[config.mk]
export PLATFORM = sky130hd
export DESIGN_NAME = cvs_composite
export DESIGN_NICKNAME = d
export VERILOG_FILES = /design/src/rtl/cvs_pkg.sv /design/src/rtl/cvs_gated_pipe.sv /design/src/rtl/cvs_sat_sum.sv /design/src/rtl/cvs_atten.sv /design/src/rtl/cvs_composite.sv
export SDC_FILE = /design/constraint.sdc
export NUM_CORES = 1
export LEC_CHECK = 0
export BUFFER_PORTS_ARGS = -buffer_cell sky130_fd_sc_hd__buf_2
export CORE_UTILIZATION = 55
export CTS_CLUSTER_SIZE = 10
export DETAILED_ROUTE_END_ITERATION = 10
export GPL_ROUTABILITY_DRIVEN = 0
export PLACE_DENSITY = 0.86
export SKIP_LAST_GASP = 1
export SLEW_MARGIN = 5
export SYNTH_ARGS = -nofsm -noshare
export SYNTH_HDL_FRONTEND = slang
export SYNTH_SLANG_ARGS = --single-unit
[constraint.sdc]
create_clock -name clk -period 3.1 [get_ports clk]
set_clock_uncertainty 0.2 [all_clocks]
set_input_delay 0.155 -clock clk [delete_from_list [all_inputs] [get_ports clk]]
set_output_delay 0.155 -clock clk [all_outputs]
set_load 0.02 [all_outputs]
[src/rtl/cvs_pkg.sv]
package cvs_pkg;

   typedef enum logic {
      SCALE_TRUNC = 1'b0,
      SCALE_ROUND = 1'b1
   } scale_mode_e;

   localparam int unsigned PIPE_DEPTH = 2;

endpackage

[src/rtl/cvs_gated_pipe.sv]
module cvs_gated_pipe #(
   parameter int W      = 8,
   parameter int STAGES = 2
) (
   input  logic              clk,
   input  logic              rst_n,
   input  logic [STAGES-1:0] en,
   input  logic [W-1:0]      d,
   output logic [W-1:0]      q
);

   logic [W-1:0] stage_q [STAGES+1];

   assign stage_q[0] = d;

   generate
      for (genvar i = 0; i < STAGES; i++) begin : g_stage
         always_ff @(posedge clk) begin
            if (!rst_n)
               stage_q[i+1] <= '0;
            else if (en[i])
               stage_q[i+1] <= stage_q[i];
         end
      end
   endgenerate

   assign q = stage_q[STAGES];

endmodule

[src/rtl/cvs_sat_sum.sv]
module cvs_sat_sum #(
   parameter int DW = 10
) (
   input  logic [DW-1:0] luma,
   input  logic [DW-1:0] chroma,
   output logic [DW-1:0] sum
);

   localparam int SW = DW + 2;
   localparam logic signed [SW-1:0] MID  = SW'(1 << (DW - 1));
   localparam logic signed [SW-1:0] TOPV = SW'((1 << DW) - 1);

   logic signed [SW-1:0] raw;

   always_comb begin
      raw = $signed({2'b00, luma}) + $signed({2'b00, chroma}) - MID;
      if (raw < 0)
         sum = '0;
      else if (raw > TOPV)
         sum = '1;
      else
         sum = raw[DW-1:0];
   end

endmodule

[src/rtl/cvs_atten.sv]
module cvs_atten #(
   parameter int                  DW    = 10,
   parameter int                  SHIFT = 4,
   parameter cvs_pkg::scale_mode_e MODE  = cvs_pkg::SCALE_ROUND
) (
   input  logic [DW-1:0] x,
   output logic [DW-1:0] y
);

   localparam int unsigned HALF = 1 << (SHIFT - 1);

   logic [DW:0] part;

   generate
      if (MODE == cvs_pkg::SCALE_ROUND) begin : g_round
         always_comb part = ({1'b0, x} + (DW+1)'(HALF)) >> SHIFT;
      end else begin : g_trunc
         always_comb part = {1'b0, x} >> SHIFT;
      end
   endgenerate

   assign y = DW'({1'b0, x} - part);

endmodule

[src/rtl/cvs_composite.sv]
module cvs_composite #(
   parameter int                  DW         = 10,
   parameter int                  SHIFT      = 4,
   parameter cvs_pkg::scale_mode_e SCALE_MODE = cvs_pkg::SCALE_ROUND
) (
   input  logic          clk,
   input  logic          rst_n,
   input  logic          in_valid,
   input  logic [DW-1:0] luma_in,
   input  logic [DW-1:0] chroma_in,
   output logic          out_valid,
   output logic [DW-1:0] luma_out,
   output logic [DW-1:0] chroma_out,
   output logic [DW-1:0] comp_out
);

   localparam int DEPTH = cvs_pkg::PIPE_DEPTH;
   localparam int PW    = 2 * DW;

   generate
      if (DW < 4 || DW > 16) begin : g_bad_dw
         $error("cvs_composite: DW must lie in 4..16");
      end
      if (SHIFT < 1 || SHIFT >= DW) begin : g_bad_shift
         $error("cvs_composite: SHIFT must lie in 1..DW-1");
      end
   endgenerate

   logic            v1_q;
   logic            v2_q;
   logic [DW-1:0]   sum_d;
   logic [DW-1:0]   sum_q;
   logic [DW-1:0]   scaled_d;
   logic [DW-1:0]   comp_q;
   logic [PW-1:0]   pass_q;
   logic [DEPTH-1:0] stage_en;

   always_ff @(posedge clk) begin
      if (!rst_n) begin
         v1_q <= 1'b0;
         v2_q <= 1'b0;
      end else begin
         v1_q <= in_valid;
         v2_q <= v1_q;
      end
   end

   assign stage_en = {v1_q, in_valid};

   cvs_sat_sum #(.DW(DW)) i_sum (
      .luma   (luma_in),
      .chroma (chroma_in),
      .sum    (sum_d)
   );

   always_ff @(posedge clk) begin
      if (!rst_n)
         sum_q <= '0;
      else if (in_valid)
         sum_q <= sum_d;
   end

   cvs_atten #(.DW(DW), .SHIFT(SHIFT), .MODE(SCALE_MODE)) i_atten (
      .x (sum_q),
      .y (scaled_d)
   );

   always_ff @(posedge clk) begin
      if (!rst_n)
         comp_q <= '0;
      else if (v1_q)
         comp_q <= scaled_d;
   end

   cvs_gated_pipe #(.W(PW), .STAGES(DEPTH)) i_pass (
      .clk   (clk),
      .rst_n (rst_n),
      .en    (stage_en),
      .d     ({luma_in, chroma_in}),
      .q     (pass_q)
   );

   assign out_valid  = v2_q;
   assign comp_out   = comp_q;
   assign luma_out   = pass_q[PW-1:DW];
   assign chroma_out = pass_q[DW-1:0];

endmodule

==> flow_summary.toml, run 1 <==
[die]
dieHeight_um = 80.13
io_pins = 54
rows = 28
coreArea_mm2 = 0.005921
initial_core_util_pct = 56.70
fp.dieArea_mm2 = 0.006420
fp.dieW_um = 80.13

[pwr]
ir_drop_uv = 449.5
p_leak_nw = 1.826
power.density_mw_per_mm2 = 549.0

[setup_path]
worstPathMaxFanout = 6
reg2regPathDepth = 9
r2r-start = "sum_q[6]"
rrSetupSlack_ns = 0.32
startpoint_type = "input pin"
cp_data_arrival_time_ns = 2.95
critPathKind = "in2reg"
r2r-end = "comp_out[9]"
critPathRequiredTime_ns = 3.13
endpoint_kind = "flop"
endpoint = "sum_q[8]"
startpoint = "luma_in[1]"

[sta]
worst_slew_pin_slew_ns = 0.5328
max_freq_mhz = 341.8
slew-limit-headroom_pct = 64.43
slew_violations = 0
final.setup.worst_slack_ns = 0.1742
period_share_pct = 94.38
fin_tns_setup_ns = 0
hold_viol = 0
post-route-min-period_ns = 2.926
grt_setup_unrepaired = "false"
setup_viol = 0

[clocking]
post_cts.repair.setup_buffers = 0
htreeDepth = 3
postCtsHoldBufs = 21
clock_path_buffers = 2
cts_sinks = 62
cts_tree = "built"
clockRootBuffer = "clkbuf_8"
cts_resized = 0
clk_latency_ns = 0.34
clk_pin_slew_ns = 0.07
numCtsBuffers = 9

[cells_and_area]
drive_above_1_share_pct = 18.99
final_common_cell = "dfxtp_1"
mostFrequentLayoutCells = "dfxtp_1, buf_2, nor2_1"
num_antenna_cells = 0
fin_util_pct = 66.72
fin_cells = 491
layout.nets = 463
n_fill_cell = 461
syn_to_final_growth_pct = 17.67

[job]
cap_violations = 0

[run_status]
status = "finished clean"

[global_routing]
antenna_found_initial = 0
grt_pass1_vias = 2622
grt_max_degree = 36
grt_usage_pct = 24.48
overflow = 0
grt_pass1_wl_um = 11810

[synthesis]
synthArstFlopShare_pct = 0
syn_nets = 408
synthesis.area_mm2 = 0.003357
syn_inst = 356
synth_edf_count = 0
synth_cell_types = 51
yosysSeqAreaShare_pct = 36.97
yosysWarnings = 0
synth_ff_type = "dfxtp_1"
ys_seq_elements = 62
avgSynthCellArea_um2 = 9.430

[placed_design]
dp_hpwl_um = 4957
io_buffer_count = 53
place_ws_ns = 0.3496
dp_cells = 454

[detailed_routing]
drtIter0Drc = 100
drt-total-wl_um = 7282
detail-route-antenna-nets = 0
vias = 2738
wire_per_inst_um = 14.83
dr.pass1.iters = 4
drt-vias-per-instance = 5.576
drcViolationCount = 0

[min_path]
hold_path_class = "in2reg"
[report_power, final]
group / internal, W / total (W) / switching (W)
clock: 0.000411 / 0.000721 / 0.000310
combinational: 0.000249 / 0.000554 / 0.000305
sequential: 0.000853 / 0.000893 / 0.0000400
total: 0.00151 / 0.00217 / 0.000655
[how the worst min path moves through the flow]
stage / from / to / cells past startpoint
after floorplan: chroma_in[0] / i_pass.stage_q[20] / 2
after global placement: chroma_in[9] / i_pass.stage_q[29] / 3
after detailed placement: chroma_in[4] / i_pass.stage_q[24] / 3
after CTS: in_valid / sum_q[4] / 2
after global routing: in_valid / sum_q[4] / 2
final: in_valid / sum_q[4] / 2
[cell families after synthesis]
logic type	share of synthesized area [%]
AND/OR/NAND/NOR	14.35
XOR/XNOR	3.914
multiplexers	13.12
flip-flops	36.97
adder cells (fa/ha/maj)	11.26
AO/OA/AOI/OAI	12.75
buffers and inverters	7.641
[cell usage after synthesis (2+ instances only)]
cell | instances | area (um2)
nor3_1 | 7 | 35.03
a211oi_1 | 5 | 37.54
a21oi_1 | 9 | 45.04
o31ai_1 | 2 | 15.01
a21o_1 | 3 | 22.52
fa_1 | 2 | 40.04
a22o_1 | 3 | 26.28
nor2_1 | 50 | 187.7
clkbuf_1 | 10 | 37.54
buf_2 | 4 | 20.02
dfxtp_1 | 62 | 1241
buf_4 | 20 | 150.1
a31oi_1 | 2 | 12.51
xnor2_1 | 8 | 70.07
a311oi_1 | 5 | 43.79
nand2b_1 | 6 | 37.54
inv_1 | 12 | 45.04
nand2_1 | 9 | 33.78
nor2b_1 | 3 | 18.77
nand3_1 | 6 | 30.03
a21boi_1 | 3 | 22.52
o211ai_1 | 3 | 22.52
nand3b_1 | 3 | 22.52
and3_1 | 4 | 25.02
a221o_1 | 2 | 20.02
o21ai_0 | 7 | 35.03
o21ai_1 | 3 | 15.01
xor2_1 | 7 | 61.31
or4_1 | 3 | 22.52
o21a_1 | 3 | 22.52
mux2i_1 | 44 | 440.4
ha_1 | 27 | 337.8
[state kept, by name (all words and copies together) (netlist names)]
| signal | cells |
|---|---|
| i_pass.q | 20 |
| comp_out | 10 |
| i_pass.stage_q | 20 |
| v1_q | 1 |
| out_valid | 1 |
| sum_q | 10 |
[metrics by stage]
stage	hold slack (ns)	total power [W]	instance area [um2]
2_1_floorplan	0.1022	0.001314	3357
3_3_place_gp	0.2095	0.001415	3540
3_5_place_dp	0.2201	0.001435	3540
4_1_cts	0.09572	0.002180	3950
5_1_grt	0.1319	0.002291	3950
6_report	0.1168	0.002169	3950
[routing by layer]
layer | vias to the layer above | GRT usage, % | wire [um]
met4 | 0 | 10.54 | 122
met3 | 12 | 4.205 | 252
met2 | 68 | 44.87 | 3719
li1 | 1369 | - | -
met5 | - | 0 | 0
met1 | 1289 | 27.65 | 3188
[worst max-delay path: stages]
cell	delay, ns
dlygate4sd3_1	0.53
buf_2	0.14
ha_1	0.30
ha_1	0.23
fa_1	0.43
a211oi_1	0.30
o21ai_1	0.19
a31oi_2	0.24
nor2_2	0.10
a221o_1	0.34
[cell type report]
| cell class | instances | area (um2) | area share [%] |
|---|---|---|---|
| clock inverter | 4 | 45.04 | 1.140 |
| tap | 75 | 93.84 | 2.376 |
| sequential | 62 | 1242 | 31.45 |
| multi-input combinational | 247 | 1859 | 47.07 |
| timing repair buffer | 78 | 505.5 | 12.80 |
| inverter | 13 | 48.80 | 1.235 |
| clock buffer | 12 | 155.1 | 3.928 |
Power figures use the tool's default switching activity.
==> run 2: changes to the inputs <==
GPL_TIMING_DRIVEN = 0   (was not set)
==> run 2 against run 1 <==
Net effect:
- wire length grew 4.4%
- critical path depth is the same
- flip-flop and latch count stayed put
- count of clock-buffer cells in the layout shrank 1
- worst hold slack lost 0.11 ns
- die area did not move
- setup slack worse by 0.033 ns
- sequential share of layout area down 1.4 points
- via count up 4.2%
- register-to-register slack worse by 0.15 ns
- total power rose by 1.2%
- sequential power is essentially flat
- critical endpoint unchanged
==> flow_summary.toml, run 2 (same netlist as run 1, synthesis figures left out) <==
[cells_and_area]
mostFrequentLayoutCells = "dfxtp_1, buf_2, nor2_1"
n_fill_cell = 467
final_common_cell = "dfxtp_1"
drive_above_1_share_pct = 22.02
syn_to_final_growth_pct = 23.03
fin_util_pct = 69.76
layout.nets = 492
num_antenna_cells = 0

[die]
coreArea_mm2 = 0.005921
dieHeight_um = 80.13
io_pins = 54
fp.dieArea_mm2 = 0.006420
fp.dieW_um = 80.13
rows = 28
initial_core_util_pct = 56.70

[detailed_routing]
drt-vias-per-instance = 5.485
drtIter0Drc = 104
drt-total-wl_um = 7601
drcViolationCount = 0
vias = 2852
detail-route-antenna-nets = 0
wire_per_inst_um = 14.62
dr.pass1.iters = 4

[global_routing]
overflow = 0
antenna_found_initial = 0
grt_max_degree = 12
grt_pass1_vias = 2790
grt_pass1_wl_um = 12540
grt_usage_pct = 25.94

[setup_path]
critPathKind = "in2reg"
worstPathMaxFanout = 6
crit_path_top_delay_cell = "dlygate4sd3_1"
startpoint_type = "input pin"
cpPeakStageDelay_ns = 0.53
path_cells = "dlygate4sd3_1, buf_2, ha_1, ha_1, fa_1, a211oi_1, o21ai_1, a31oi_2, nor2_2, a221o_1"
reg2regPathDepth = 10
cpMostUsedCell = "ha_1"
cp_data_arrival_time_ns = 2.99
endpoint_kind = "flop"
critPathRequiredTime_ns = 3.13

[clocking]
cts_sinks = 62
clk_latency_ns = 0.34
numCtsBuffers = 9
clockRootBuffer = "clkbuf_8"
clk_pin_slew_ns = 0.07
cts_tree = "built"
cts_resized = 0
htreeDepth = 3
postCtsHoldBufs = 21
post_cts.repair.setup_buffers = 0
clock_path_buffers = 2

[run_status]
status = "finished clean"

[sta]
max_freq_mhz = 338.0
hold_viol = 0
slew_violations = 0
fin_tns_setup_ns = 0
worst_slew_pin_slew_ns = 0.5608
setup_viol = 0
post-route-min-period_ns = 2.959
grt_setup_unrepaired = "false"
slew-limit-headroom_pct = 62.61
period_share_pct = 95.44

[placed_design]
dp_hpwl_um = 5402
io_buffer_count = 52

[pwr]
p_leak_nw = 1.931
power.density_mw_per_mm2 = 531.6
ir_drop_uv = 383.4

[job]
cap_violations = 0

[min_path]
hold_path_class = "in2reg"
hold_depth = 2
[run 2: layout make-up]
type | count | area [um2] | area share (%)
Clock buffer | 11 | 151.4 | 3.666
Multi-Input combinational cell | 247 | 1859 | 45.02
Tap cell | 75 | 93.84 | 2.272
Clock inverter | 5 | 57.56 | 1.394
Inverter | 13 | 48.80 | 1.181
Buffer | 34 | 207.7 | 5.029
Sequential cell | 62 | 1241 | 30.05
Timing Repair Buffer | 73 | 470.5 | 11.39
[run 2: power breakdown]
part	switching, W	internal, W	leakage, nW
clock	0.000328	0.000413	0.0976
sequential	0.0000392	0.000853	0.509
combinational	0.000307	0.000255	1.32
total	0.000674	0.00152	1.93
[run 2: worst max-delay path, delay by kind of cell]
family / cells / cell delay (ns)
compound gates: 4 / 1.09
buf+inv: 2 / 0.68
fa+ha+maj: 3 / 0.95
simple gates: 1 / 0.11
[run 2: routing by layer]
| layer | wire (um) | global-route usage, % | part of all wire [%] |
|---|---|---|---|
| met1 | 3260 | 29.79 | 43 |
| met2 | 3765 | 44.36 | 50 |
| met3 | 319 | 5.568 | 4.2 |
| met4 | 255 | 14.82 | 3.4 |
| met5 | 0 | 0 | 0 |
[run 2: path summary, 6_finish.rpt]
path / start / endpoint / slack, ns
min: rst_n / comp_out[3] / 0.006
max reg2reg: sum_q[7] / comp_out[9] / 0.17
max: luma_in[1] / sum_q[8] / 0.14
min reg2reg: comp_out[5] / comp_out[5] / 0.27
[run 2: metrics by stage]
stage               std cells  power [W]  hold slack, ns  instance area (um2)  setup WS [ns]
global placement          483   0.001421          0.2116                 3711         0.2746
finish                    520   0.002196        0.005758                 4130         0.1415
detailed placement        483   0.001443          0.2245                 3711         0.2135
global route              520   0.002311         0.01424                 4130       0.002031
CTS                       520   0.002202        0.005207                 4130         0.1851
floorplan                 356   0.001314          0.1022                 3357         0.4455
==> run 3: changes to the inputs <==
CORE_UTILIZATION = 57   (was 55)
PLACE_DENSITY = 0.88   (was 0.86)
==> run 3 against run 2 <==
Net effect:
- die area down 3.4%
- largest power group unchanged
- highest routed layer unchanged
- worst hold slack better by 0.26 ns
- flip-flop and latch count unchanged
- first-iteration DRC count down 24%
- setup slack worse by 0.042 ns
==> flow_summary.toml, run 3 (same netlist as run 1, synthesis figures left out) <==
[pwr]
netSwitchingFraction_pct = 31.64
clkPwrFrac_pct = 29.1
power.density_mw_per_mm2 = 505.5
p_int_w = 0.001410
ir_drop_uv = 296.0
p_seq_share_pct = 43.7
p_leak_nw = 1.918
power_w = 0.002062
pwr-share-comb_pct = 27.3
power_switching_w = 0.0006524

[detailed_routing]
dr.pass1.iters = 4
drcViolationCount = 0
dr_wl_met2_um = 4263
top_layer_used = "met4"
detail-route-antenna-nets = 0
wl_met3_um = 307
drt-vias-per-instance = 5.619
drtIter0Drc = 79
wire_per_inst_um = 15.87
wl_met1_um = 3322
vias = 2894
drt-total-wl_um = 8171

[global_routing]
grt_max_degree = 11
overflow = 0
grt_pass1_wl_um = 13060
grt_pass1_vias = 2866
grt_usage_pct = 27.91
antenna_found_initial = 0

[cells_and_area]
final_common_cell = "dfxtp_1"
num_antenna_cells = 0
layout.nets = 492
seq_area_mm2 = 0.001241
syn_to_final_growth_pct = 21.51
multi_input_area_mm2 = 0.001859
fin_cells = 515
n_fill_cell = 410
fin_area_mm2 = 0.004079
mostFrequentLayoutCells = "dfxtp_1, buf_2, nor2_1"
drive_above_1_share_pct = 21.22
fin_util_pct = 72.74

[sta]
slew-limit-headroom_pct = 64.30
post-route-min-period_ns = 3.001
hold_viol = 0
worst_slew_pin_slew_ns = 0.5206
setup_viol = 0
max_freq_mhz = 333.3
period_share_pct = 96.79
grt_setup_unrepaired = "false"
fin_tns_setup_ns = 0
slew_violations = 0

[die]
coreArea_mm2 = 0.005608
fp.dieArea_mm2 = 0.006200
initial_core_util_pct = 59.86
rows = 27
dieHeight_um = 78.74
fp.dieW_um = 78.74
io_pins = 54

[job]
cap_violations = 0

[clocking]
clk_latency_ns = 0.34
numCtsBuffers = 9
htreeDepth = 3
cts_tree = "built"
clk_pin_slew_ns = 0.07
clockRootBuffer = "clkbuf_8"
cts_sinks = 62
clock_path_buffers = 2

[setup_path]
startpoint_type = "input pin"
critPathKind = "in2reg"
critPathRequiredTime_ns = 3.13
worstPathMaxFanout = 6
endpoint_kind = "flop"
cp_data_arrival_time_ns = 3.03

[placed_design]
dp_cells = 480
io_buffer_count = 52
post_dp_cell_area_mm2 = 0.003707
dp_hpwl_um = 5397

[min_path]
hold_path_class = "reg2reg"

[run_status]
status = "finished clean"
-- run 3: timing repair --
action	4_1_cts	5_1_grt
hold endpoints to repair	25	0
setup endpoints to repair	0	1
setup buffers	0	0
hold buffers	22	0
gates resized for setup	0	0
-- run 3: area by class of cell --
| type | instances | share of cell area (%) |
|---|---|---|
| repair buffers | 74 | 11.78 |
| plain buffers | 33 | 5.000 |
| inverters | 13 | 1.196 |
| clock buffers | 12 | 3.558 |
| flip-flops and latches | 62 | 30.43 |
| clock inverters | 2 | 0.2454 |
| well taps | 72 | 2.209 |
| multi-input cells | 247 | 45.58 |
-- run 3: critical path, stage by stage --
cell	delay [ns]
dlygate4sd3_1	0.55
buf_2	0.14
ha_1	0.30
ha_1	0.39
a211oi_1	0.51
nor3_1	0.14
nor3b_2	0.40
a211oi_1	0.16
a221o_1	0.29
-- run 3: layer usage --
layer	vias to the layer above	global-route usage, %
met3	24	6.897
met2	84	52.17
met1	1368	28.65
li1	1418	-
met5	-	0
met4	0	13.89
-- run 3: stage by stage --
step | setup slack, ns | hold WS, ns
floorplan | 0.4455 | 0.1022
global placement | 0.2657 | 0.2135
detailed placement | 0.1853 | 0.2235
CTS | 0.1504 | 0.2631
global route | 0.05405 | 0.3088
finish | 0.09946 | 0.2616
-- run 3: power by group through the flow --
stage	Sequential, W	Combinational [W]	Clock, W
2_1_floorplan	0.000921	0.000393	0
3_3_place_gp	0.000906	0.000515	0
3_5_place_dp	0.000910	0.000532	0
4_1_cts	0.000893	0.000560	0.000601
5_1_grt	0.000907	0.000619	0.000645
6_report	0.000900	0.000563	0.000599
-- run 3: worst paths after layout --
path / from / endpoint / slack, ns / depth (start not counted)
hold / removal: comp_out[5] / comp_out[5] / 0.26 / 2
setup / recovery: luma_in[7] / sum_q[8] / 0.1 / 9
setup reg to reg: sum_q[7] / comp_out[9] / 0.28 / 9
hold reg to reg: comp_out[5] / comp_out[5] / 0.26 / 2
